--- src/rtl/hzd_pkg.sv ---
package hzd_pkg;
    typedef enum logic [1:0] {
        FWD_RF  = 2'b00,
        FWD_WB  = 2'b01,
        FWD_MEM = 2'b10
    } fwd_sel_e;

    typedef struct packed {
        logic pend;
    } shadow_st_t;
endpackage

--- src/rtl/hzd_fwd_sel.sv ---
module hzd_fwd_sel #(
    parameter int AW = 5
) (
    input  logic [AW-1:0]    src,
    input  logic [AW-1:0]    mem_rd,
    input  logic             mem_we,
    input  logic [AW-1:0]    wb_rd,
    input  logic             wb_we,
    output hzd_pkg::fwd_sel_e sel
);
    logic mem_hit;
    logic wb_hit;

    always_comb begin
        mem_hit = mem_we && (mem_rd != '0) && (mem_rd == src);
        wb_hit  = wb_we  && (wb_rd  != '0) && (wb_rd  == src);
        if (mem_hit)      sel = hzd_pkg::FWD_MEM;
        else if (wb_hit)  sel = hzd_pkg::FWD_WB;
        else              sel = hzd_pkg::FWD_RF;
    end
endmodule

--- src/rtl/hzd_loaduse.sv ---
module hzd_loaduse #(
    parameter int AW   = 5,
    parameter int NSRC = 2
) (
    input  logic [NSRC*AW-1:0] srcs,
    input  logic [AW-1:0]      ex_rd,
    input  logic               ex_we,
    input  logic               ex_load,
    output logic               hit
);
    logic [NSRC-1:0] src_hit;
    logic            producer_ok;

    assign producer_ok = ex_load && ex_we && (ex_rd != '0);

    for (genvar gi = 0; gi < NSRC; gi++) begin : g_src
        assign src_hit[gi] = (srcs[gi*AW +: AW] == ex_rd);
    end

    assign hit = producer_ok && (|src_hit);
endmodule

--- src/rtl/hzd_shadow.sv ---
module hzd_shadow (
    input  logic clk,
    input  logic rst_n,
    input  logic br_taken,
    input  logic stall,
    output logic squash
);
    import hzd_pkg::*;

    shadow_st_t st_d, st_q;
    logic       req;

    always_comb begin
        req     = br_taken || st_q.pend;
        squash  = req && !stall;
        st_d    = st_q;
        st_d.pend = req && stall;
    end

    always_ff @(posedge clk or negedge rst_n) begin
        if (!rst_n) st_q <= '0;
        else        st_q <= st_d;
    end
endmodule

--- src/rtl/hzd_ctrl.sv ---
module hzd_ctrl #(
    parameter int AW = 5
) (
    input  logic          clk,
    input  logic          rst_n,
    input  logic [AW-1:0] id_rs1,
    input  logic [AW-1:0] id_rs2,
    input  logic [AW-1:0] ex_rs1,
    input  logic [AW-1:0] ex_rs2,
    input  logic [AW-1:0] ex_rd,
    input  logic          ex_we,
    input  logic          ex_load,
    input  logic [AW-1:0] mem_rd,
    input  logic          mem_we,
    input  logic [AW-1:0] wb_rd,
    input  logic          wb_we,
    input  logic          ex_br_taken,
    output logic [1:0]    fwd_a,
    output logic [1:0]    fwd_b,
    output logic          stall,
    output logic          bubble,
    output logic          squash
);
    localparam int NOPS = 2;

    logic [NOPS*AW-1:0]  ex_srcs;
    logic [NOPS*AW-1:0]  id_srcs;
    hzd_pkg::fwd_sel_e   sel [NOPS];
    logic                lu_hit;

    assign ex_srcs = {ex_rs2, ex_rs1};
    assign id_srcs = {id_rs2, id_rs1};

    for (genvar gi = 0; gi < NOPS; gi++) begin : g_op
        hzd_fwd_sel #(.AW(AW)) u_fwd (
            .src    (ex_srcs[gi*AW +: AW]),
            .mem_rd (mem_rd),
            .mem_we (mem_we),
            .wb_rd  (wb_rd),
            .wb_we  (wb_we),
            .sel    (sel[gi])
        );
    end

    hzd_loaduse #(.AW(AW), .NSRC(NOPS)) u_lu (
        .srcs    (id_srcs),
        .ex_rd   (ex_rd),
        .ex_we   (ex_we),
        .ex_load (ex_load),
        .hit     (lu_hit)
    );

    hzd_shadow u_shadow (
        .clk      (clk),
        .rst_n    (rst_n),
        .br_taken (ex_br_taken),
        .stall    (lu_hit),
        .squash   (squash)
    );

    assign fwd_a  = sel[0];
    assign fwd_b  = sel[1];
    assign stall  = lu_hit;
    assign bubble = lu_hit;
endmodule

--- config.mk ---
export PLATFORM = sky130hd
export DESIGN_NAME = hzd_ctrl
export DESIGN_NICKNAME = d
export VERILOG_FILES = /design/src/rtl/hzd_pkg.sv /design/src/rtl/hzd_fwd_sel.sv /design/src/rtl/hzd_loaduse.sv /design/src/rtl/hzd_shadow.sv /design/src/rtl/hzd_ctrl.sv
export SDC_FILE = /design/constraint.sdc
export NUM_CORES = 1
export LEC_CHECK = 0
export BUFFER_PORTS_ARGS = -buffer_cell sky130_fd_sc_hd__buf_2
export CAP_MARGIN = 0
export CORE_MARGIN = 5
export CORE_UTILIZATION = 34
export CTS_CLUSTER_DIAMETER = 50
export DETAILED_ROUTE_END_ITERATION = 7
export GPL_ROUTABILITY_DRIVEN = 0
export PLACE_DENSITY = 0.78
export SYNTH_ARGS = -nofsm -noshare
export SYNTH_HDL_FRONTEND = slang
export SYNTH_SLANG_ARGS = --single-unit
--- constraint.sdc ---
create_clock -name clk -period 2.2 [get_ports clk]
set_clock_uncertainty 0.15 [all_clocks]
set_input_delay 0.33 -clock clk [delete_from_list [all_inputs] [get_ports clk]]
set_output_delay 0.33 -clock clk [all_outputs]
set_load 0.01 [all_outputs]
---- Word-level counts from Yosys, hierarchy flattened ----
Cells that the tools add are included.
operators by class
  equality and inequality tests ........... 6
  multiplexer cells ....................... 4
  reduce and logical (&&, ||, !) cells .... 17
operators by type and width
  operator            number
  == test 5 bit       6
  nonzero test 5 bit  3
  logical AND 1 bit   11
  2-to-1 mux 2 bit    2
  2-to-1 mux 1 bit    2
  OR reduction 2 bit  1
  zero test 1 bit     1
  logical OR 1 bit    1
word-level totals
  input bits .............................. 42
  output and inout bits ................... 7
  flip-flop bits (word level) ............. 1

---- Logic depth before layout (Yosys ltp) ----
Gate-level depths: netlist of the first run.
  depth after elaboration ................. 5
  mapped depth ............................ 5
  depth with buffers taken out ............ 4

---- Cells and area by module ----
A second synthesis of the first run with hierarchy kept.
unflattened totals
  cells, all modules ...................... 63
  area total of the unflattened synthesis .. 500.5 µm²
modules (own cells, without submodules)
  module       seq. area each (µm²)  instances  cells an instance  area an instance (µm²)
  hzd_fwd_sel  0.0                   2          21                 158.9
  hzd_loaduse  0.0                   1          17                 132.6
  hzd_shadow   25.0                  1          3                  42.5
  hzd_ctrl     0.0                   1          1                  7.5

---- Worst setup path after synthesis of the first run ----
No wires, ideal clock.
  path kind ............................... input -> output
  from .................................... input port mem_rd[2]
  to ...................................... output port fwd_a[0]
  data arrival time ....................... 1.435 ns
  stages on the path ...................... 4
  path slack .............................. 0.285 ns
  path buffers ............................ 0
  required time ........................... 1.720 ns
  cell sequence ........................... or4_1 o21ai_2 nor4_1 nor4_2
between the ends
  cells in the longest elaborated chain, start to end .. 4
  elaborated cells between the ends (all ways) .. 5
  classes of those cells .................. eq/ne: 1; mux: 1; reduce/logical: 3
ends and longest elaborated chain
  what                       RTL line           source
  start: declaration         hzd_ctrl.sv:13     input logic [AW-1:0] mem_rd,
  nonzero test 5 bit         hzd_fwd_sel.sv:15  mem_hit = mem_we && (mem_rd != '0) && (mem_rd == src);
  logical AND 1 bit          hzd_fwd_sel.sv:15
  logical AND 1 bit *        hzd_fwd_sel.sv:15
  net g_op[0].u_fwd.mem_hit  hzd_fwd_sel.sv:11  logic mem_hit;
  2-to-1 mux 2 bit *         hzd_fwd_sel.sv:17  if (mem_hit) sel = hzd_pkg::FWD_MEM;
  end: declaration           hzd_ctrl.sv:18     output logic [1:0] fwd_a,
Mark *: on every way through the listed nets, which the timed path passes. The rest lies on a longest branch.

---- Worst setup path in the final report of the first run ----
  from .................................... input port mem_rd[2]
  to ...................................... output port fwd_b[0]
between the ends
  cells in the longest elaborated chain, start to end .. 4
  elaborated cells between the ends (all ways) .. 5
  classes of those cells .................. eq/ne: 1; mux: 1; reduce/logical: 3
ends and longest elaborated chain
  what                 RTL line           source
  nonzero test 5 bit   hzd_fwd_sel.sv:15
  logical AND 1 bit    hzd_fwd_sel.sv:15
  logical AND 1 bit *  hzd_fwd_sel.sv:15
  2-to-1 mux 2 bit *   hzd_fwd_sel.sv:17
  end: declaration     hzd_ctrl.sv:19     output logic [1:0] fwd_b,
Mark *: on every way between the ends. The rest lies on a longest branch, timed or not.

==> results by group, run 1 <==
Clock network
  – Clk_lat worst skew: 0 ps
  – CTS resizes: 0
  – # Post-CTS Setup Buffers: 0
  – Register clock-pin slew on the reported worst setup and hold paths: 0 ps
  – Hold buffers post-CTS: 1

Yosys
  – Synth top area cells: xnor2_1 (30%), xor2_1 (26%), or4_1 (6.4%)
  – Yosys warnings: 0
  – Post-Syn Instances: 57
  – Post-synthesis register bit count: 1
  – Yosys cell types: 18
  – Largest area contributor in the netlist: xnor2_1
  – Synth Cell Area: ~470 sq um
  – Seq/Total Area, Yosys: 0.0536
  – Syn avg cell area: just over 8 sq um
  – Syn_nets: between 90 and 100
  – Share of the synthesized area in the top cell type: 0.300

Detailed routing
  – Post-route antenna net violation count: 0
  – Vias per cell: between 4 and 5
  – # DRC: 0
  – Number of DRC markers in iteration 0: 3
  – Wire per inst: roughly 12 microns
  – DR vias: 581
  – Number of detailed-route iterations in the first pass: 2
  – DRT Wirelength: 1400 microns

Worst setup path
  – Most common cell on crit path: buf_2
  – Max FO, Critical Path: 3
  – Critical Path Max Stage Delay: about 540 ps
  – Critical path's slowest cell: or4_1
  – Worst Setup Start Kind: primary input
  – Required @ worst endpoint: 1720 ps
  – Kind of critical path: in -> out
  – CP Cell Sequence: buf_2 > or4_1 > o21ai_2 > nor4_1 > nor4_2 > buf_2
  – Worst Path Arrival: about 1700 ps
  – Setup crit end kind: output pin

Power and ir drop
  – Peak supply drop: about 92 uV
  – Pwr dens: 200 nW/um^2
  – Static leakage: between 0.3 and 0.4 nW

GRT
  – Initial antenna violation count: 0
  – Pin count of the biggest net entering global routing: 4
  – Routing usage on met3: 0.00766
  – M1 GR Usage: 0.129
  – Number of global-route vias before repair: just under 600
  – GR peak layer: met2
  – Grt ovf: 0
  – GR Layer Usage met2: 0.266
  – First-pass GRT wire length: between 2000 and 2500 microns
  – GRT Util Overall: 0.124

Final layout
  – Non-filler cells, final: around 120
  – Share of cells above drive strength 1: 0.495
  – Largest Register: u_shadow.st_q
  – Max reg flops: 1
  – Area growth syn-to-layout: 52.8%
  – Nets@finish: between 100 and 150
  – Commonest non-fill, non-tap cells in the layout: buf_2 (48), xnor2_1 (16), xor2_1 (14), or4_1 (4), nand3_1 (4)
  – # diodes: 0
  – Largest regs: u_shadow.st_q: 1 flops
  – Most common cell after layout, fill and taps aside: buf_2

Floorplan
  – Core area: about 1300 sq um
  – Die height: 47.1 microns
  – Die area: 2210 sq um
  – Die width: about 47 microns
  – I/O Pins: between 40 and 50
  – Initial Util: 0.359
  – Number of core rows: 13

Timing
  – Final setup violation count: 0
  – Max-slew headroom: 0.724
  – F_max: around 470 MHz
  – Fin. max-slew vios: 0
  – RSZ-0062 raised after global routing: false
  – Final Critical Period: 2130 ps
  – Worst Tran Pin Value: approximately 410 ps
  – Setup TNS: 0 ps
  – Final number of hold-violating endpoints: 0
  – Fin crit share: 0.967
  – Final worst slack: 72.5 ps

Outcome
  – Outcome: finished clean

Job
  – Max-cap violation count: 0

Placed design
  – Pre-CTS setup slack: between 60 and 70 ps
  – IO Port Bufs: 48
  – Placed Instances: 117
  – Dpl hpwl: about 1300 microns

Hold path
  – Hold crit path type: reg -> reg
==> power by group <==
| group | switching [W] | internal, W | leakage (nW) | total [W] |
|---|---|---|---|---|
| Combinational | 0.0000570 | 0.0000665 | 0.340 | 0.000124 |
| Clock | 0 | 0 | 0 | 0 |
| Sequential | 0.0000000948 | 0.0000189 | 0.0139 | 0.0000190 |
| Total | 0.0000571 | 0.0000854 | 0.354 | 0.000143 |
==> worst paths after layout <==
path / start / end / slack (ps) / cells past startpoint
worst max-delay path: mem_rd[2] / fwd_b[0] / 70 / 6
worst min-delay path: u_shadow.st_q / u_shadow.st_q / 370 / 1
worst max register to register: u_shadow.st_q / u_shadow.st_q / 1350 / 1
worst min register to register: u_shadow.st_q / u_shadow.st_q / 370 / 1
max in group asynchronous: rst_n / u_shadow.st_q / 1330 / 2
min in group asynchronous: rst_n / u_shadow.st_q / 490 / 2
==> layer usage <==
metal | routed length, microns | up-vias
met2 | 671 | 42
li1 | - | 291
met3 | 249 | 0
met1 | 473 | 248
met4 | 0 | 0
met5 | 0 | -
==> synth_stat cells <==
cell type   n
dfrtp_1     1
o21ai_2     1
xor2_1     14
nand2_1     2
or4_1       4
nor2_1      1
or3_1       1
buf_4       3
nand3_1     4
nor4_1      2
o22ai_1     1
and2_1      1
o21ai_1     1
a21oi_1     1
nor4_2      2
o211a_1     1
xnor2_1    16
o311a_1     1
==> cell families after synthesis <==
family | synth area share
and+or+nand+nor | 0.239
DFF | 0.0536
buffers and inverters | 0.0483
xor gates and xnor gates | 0.563
AOI/OAI and AO/OA | 0.0965
==> worst max-delay path: cells and delay by family <==
| family | cells | cell delay [ps] |
|---|---|---|
| AOI/OAI and AO/OA | 1 | 150 |
| buffers and inverters | 2 | 280 |
| and+or+nand+nor | 3 | 880 |
==> metrics by stage <==
| stage | hold slack (ps) | cell area, sq um | total power (W) | utilization |
|---|---|---|---|---|
| 6_report | 366 | 713 | 0.000143 | 0.548 |
| 3_5_place_dp | -42.4 | 703 | 0.000142 | 0.540 |
| 2_1_floorplan | -116 | 467 | 0.0000782 | - |
| 4_1_cts | 367 | 713 | 0.000144 | 0.548 |
| 5_1_grt | 401 | 713 | 0.000155 | 0.548 |
| 3_3_place_gp | -44.0 | 703 | 0.000138 | 0.540 |
==> cell type report <==
type / count / area, sq um
Fill cell: 124 / 588
Multi-Input combinational cell: 53 / 419
Timing Repair Buffer: 49 / 250
Sequential cell: 1 / 25.0
Tap cell: 15 / 18.8
No activity file was read; power rests on OpenSTA's default activity.
==> inputs of run 2 (changes only) <==
--- a/config.mk
+++ b/config.mk
@@ -8,11 +8,12 @@
 export BUFFER_PORTS_ARGS = -buffer_cell sky130_fd_sc_hd__buf_2
 export CAP_MARGIN = 0
 export CORE_MARGIN = 5
-export CORE_UTILIZATION = 34
+export CORE_UTILIZATION = 35
 export CTS_CLUSTER_DIAMETER = 50
 export DETAILED_ROUTE_END_ITERATION = 7
 export GPL_ROUTABILITY_DRIVEN = 0
 export PLACE_DENSITY = 0.78
 export SYNTH_ARGS = -nofsm -noshare
 export SYNTH_HDL_FRONTEND = slang
+export SYNTH_HIERARCHICAL = 1
 export SYNTH_SLANG_ARGS = --single-unit
==> run 2 against run 1 <==
  * Register-to-register slack better by 50 ps
  * Total power is 2.0% higher
  * Cell count is 5.1% higher
  * Sequential cell count stayed put
  * Via count is 6.0% higher
  * Die area is 3.3% higher
  * Synthesized cell count is 11% higher
  * First-iteration DRC count stayed put
  * Critical path type unchanged
  * Critical endpoint is now squash
==> results by group, run 2 <==
Floorplan
  – Die width: approximately 48 microns
  – Initial Util: 0.375
  – I/O Pins: 49
  – Die height: around 48 microns
  – Core area: roughly 1300 sq um
  – Number of core rows: 13
  – Die area: about 2300 sq um

Final layout
  – FF/Latch Area: 25.0 sq um
  – Nets@finish: 153
  – Share of cells above drive strength 1: 0.505
  – Commonest non-fill, non-tap cells in the layout: buf_2 (48), xnor2_1 (14), xor2_1 (12), nand3_1 (6), nor3_1 (6)
  – # fillers: roughly 130
  – Largest regs: u_shadow/st_q: 1 flops
  – Most common cell after layout, fill and taps aside: buf_2
  – Max reg flops: 1
  – # diodes: 0
  – Area growth syn-to-layout: 49.2%
  – Multi-input gate area: 453 sq um
  – Largest Register: u_shadow/st_q

GRT
  – GR peak layer: met2
  – Pin count of the biggest net entering global routing: 5
  – Initial antenna violation count: 0
  – Routing usage on met3: 0.0226
  – M1 GR Usage: 0.145
  – First-pass GRT wire length: between 2000 and 2500 microns
  – Grt ovf: 0
  – GRT Util Overall: 0.126
  – Number of global-route vias before repair: 582
  – GR Layer Usage met2: 0.251

Yosys
  – Largest area contributor in the netlist: xnor2_1
  – Syn_nets: between 100 and 150
  – Share of the synthesized area in the top cell type: 0.245
  – Post-synthesis register bit count: 1
  – Post-synth ARST share: 1.00
  – Largest family of logic cells by synthesized area: XOR/XNOR gates
  – Main synth FF type: dfrtp_1
  – Post-synthesis xor/xnor area fraction: 0.455
  – Post-synthesis simple-gate area fraction: 0.245
  – Complex-gate fraction of the synthesized area: 0.205
  – Yosys warnings: 6
  – Post-Syn Instances: 63
  – Synth Cell Area: between 500 and 600 sq um
  – Seq/Total Area, Yosys: 0.0500
  – Synth top area cells: xnor2_1 (25%), xor2_1 (21%), o41ai_2 (6.5%)
  – List of most frequent post-synthesis cells: xnor2_1 (14), xor2_1 (12), nand3_1 (6), nor3_1 (6), nand2_1 (4)
  – Mux share of post-synthesis cell area: 0
  – Yosys cell types: 17
  – Post-Synth Adder-Cell Area: 0
  – Most frequent cell after synthesis: xnor2_1
  – Syn avg cell area: 7.94 sq um
  – Post-synth EDFFs: 0

Placed design
  – Dpl hpwl: 1380 microns
  – Pre-CTS setup slack: 157 ps
  – IO Port Bufs: 48

Timing
  – Fin crit share: 0.925
  – F_max: roughly 500 MHz
  – Final Critical Period: roughly 2000 ps
  – Fin. max-slew vios: 0
  – Setup TNS: 0 ps
  – Final number of hold-violating endpoints: 0
  – Max-slew headroom: 0.792
  – Final worst slack: ~160 ps
  – Worst Tran Pin Value: just over 300 ps
  – Final setup violation count: 0
  – RSZ-0062 raised after global routing: false

Worst setup path
  – Worst Path Arrival: about 1600 ps
  – Required @ worst endpoint: roughly 1700 ps
  – CP Cell Sequence: buf_2 > or4_1 > o211ai_2 > a21oi_1 > o21ba_1 > buf_2
  – Setup crit end kind: output pin
  – RR Startpoint: u_shadow/st_q
  – Critical path's slowest cell: or4_1
  – Most common cell on crit path: buf_2
  – Max FO, Critical Path: 4
  – Worst Setup Start Kind: primary input
  – Critical Path Max Stage Delay: approximately 530 ps
  – Kind of critical path: in -> out
  – Critical Path Start: ex_rd[3]

Job
  – Max-cap violation count: 0

Clock network
  – # Post-CTS Setup Buffers: 0
  – Clk_lat worst skew: 0 ps
  – Register clock-pin slew on the reported worst setup and hold paths: 0 ps

Detailed routing
  – Post-route antenna net violation count: 0
  – Number of DRC markers in iteration 0: 3
  – Vias per cell: 4.97
  – # DRC: 0
  – DR vias: about 620
  – DRT Wirelength: about 1500 microns
  – Number of detailed-route iterations in the first pass: 3
  – Wire per inst: 12.0 microns

Power and ir drop
  – Pwr dens: around 190 nW/um^2
  – Static leakage: 0.350 nW
  – Peak supply drop: roughly 79 uV

Outcome
  – Outcome: finished clean

Hold path
  – Hold crit path type: reg -> reg
  – Hold_sp: u_shadow/st_q
## run 2: changes by cell type in the layout (fill, tap and decap cells not counted), moves of 2 or more
cell	delta
nor3_1	+6
nor3_2	+2
or4_1	-3
nand2_1	+2
xor2_1	-2
nand3_1	+2
a211oi_2	+2
a21oi_1	+2
nor4_2	-2
o41ai_2	+2
xnor2_1	-2
## run 2: worst max-delay path, delay by kind of cell
family | cells | cell delay (ps)
and+or+nand+nor | 1 | 530
AOI/OAI and AO/OA | 3 | 450
buffers and inverters | 2 | 240
## run 2: what timing repair did
action                    in CTS  in global routing
hold endpoints to repair       1                  0
hold buffers                   1                  0
resized for setup              0                  0
## run 2: area by class of cell
cell class	instances	share of cell area
flip-flops and latches	1	0.0335
well taps	15	0.0251
repair buffers	49	0.335
multi-input cells	59	0.606
## run 2: kinds of logic (layout without fill, tap and decap cells)
logic type | count (synthesis) | count (layout)
AOI/OAI and AO/OA | 10 | 10
DFF | 1 | 1
buffers and inverters | 3 | 49
xor gates and xnor gates | 26 | 26
and+or+nand+nor | 23 | 23
## run 2: final timing paths
| path | cells after the start | to | slack [ps] |
|---|---|---|---|
| setup / recovery | 6 | squash | 160 |
| min in group asynchronous | 2 | u_shadow/st_q | 490 |
| hold / removal | 1 | u_shadow/st_q | 330 |
| hold reg to reg | 1 | u_shadow/st_q | 330 |
| setup reg to reg | 1 | u_shadow/st_q | 1400 |
| max in group asynchronous | 2 | u_shadow/st_q | 1330 |
## run 2: layer usage
metal / vias to the layer above / wire [microns]
met5: - / 0
met4: 0 / 0
met3: 0 / 293
met2: 42 / 648
met1: 256 / 542
li1: 318 / -
## run 2: power by group
part | internal, W | switching, W | total (W)
clock | 0 | 0 | 0
combinational | 0.0000659 | 0.0000604 | 0.000126
sequential | 0.0000189 | 0.0000000875 | 0.0000190
total | 0.0000848 | 0.0000605 | 0.000145
## run 2: stage by stage
stage / cell area (sq um) / utilization / power [W] / hold WS, ps / instances
after floorplan: 500 / - / 0.0000787 / -116 / 63
after global placement: 737 / 0.553 / 0.000141 / -45.6 / 123
after detailed placement: 737 / 0.553 / 0.000145 / -42.8 / 123
after CTS: 747 / 0.560 / 0.000147 / 335 / 124
after global routing: 747 / 0.560 / 0.000158 / 366 / 124
final: 747 / 0.560 / 0.000145 / 331 / 124
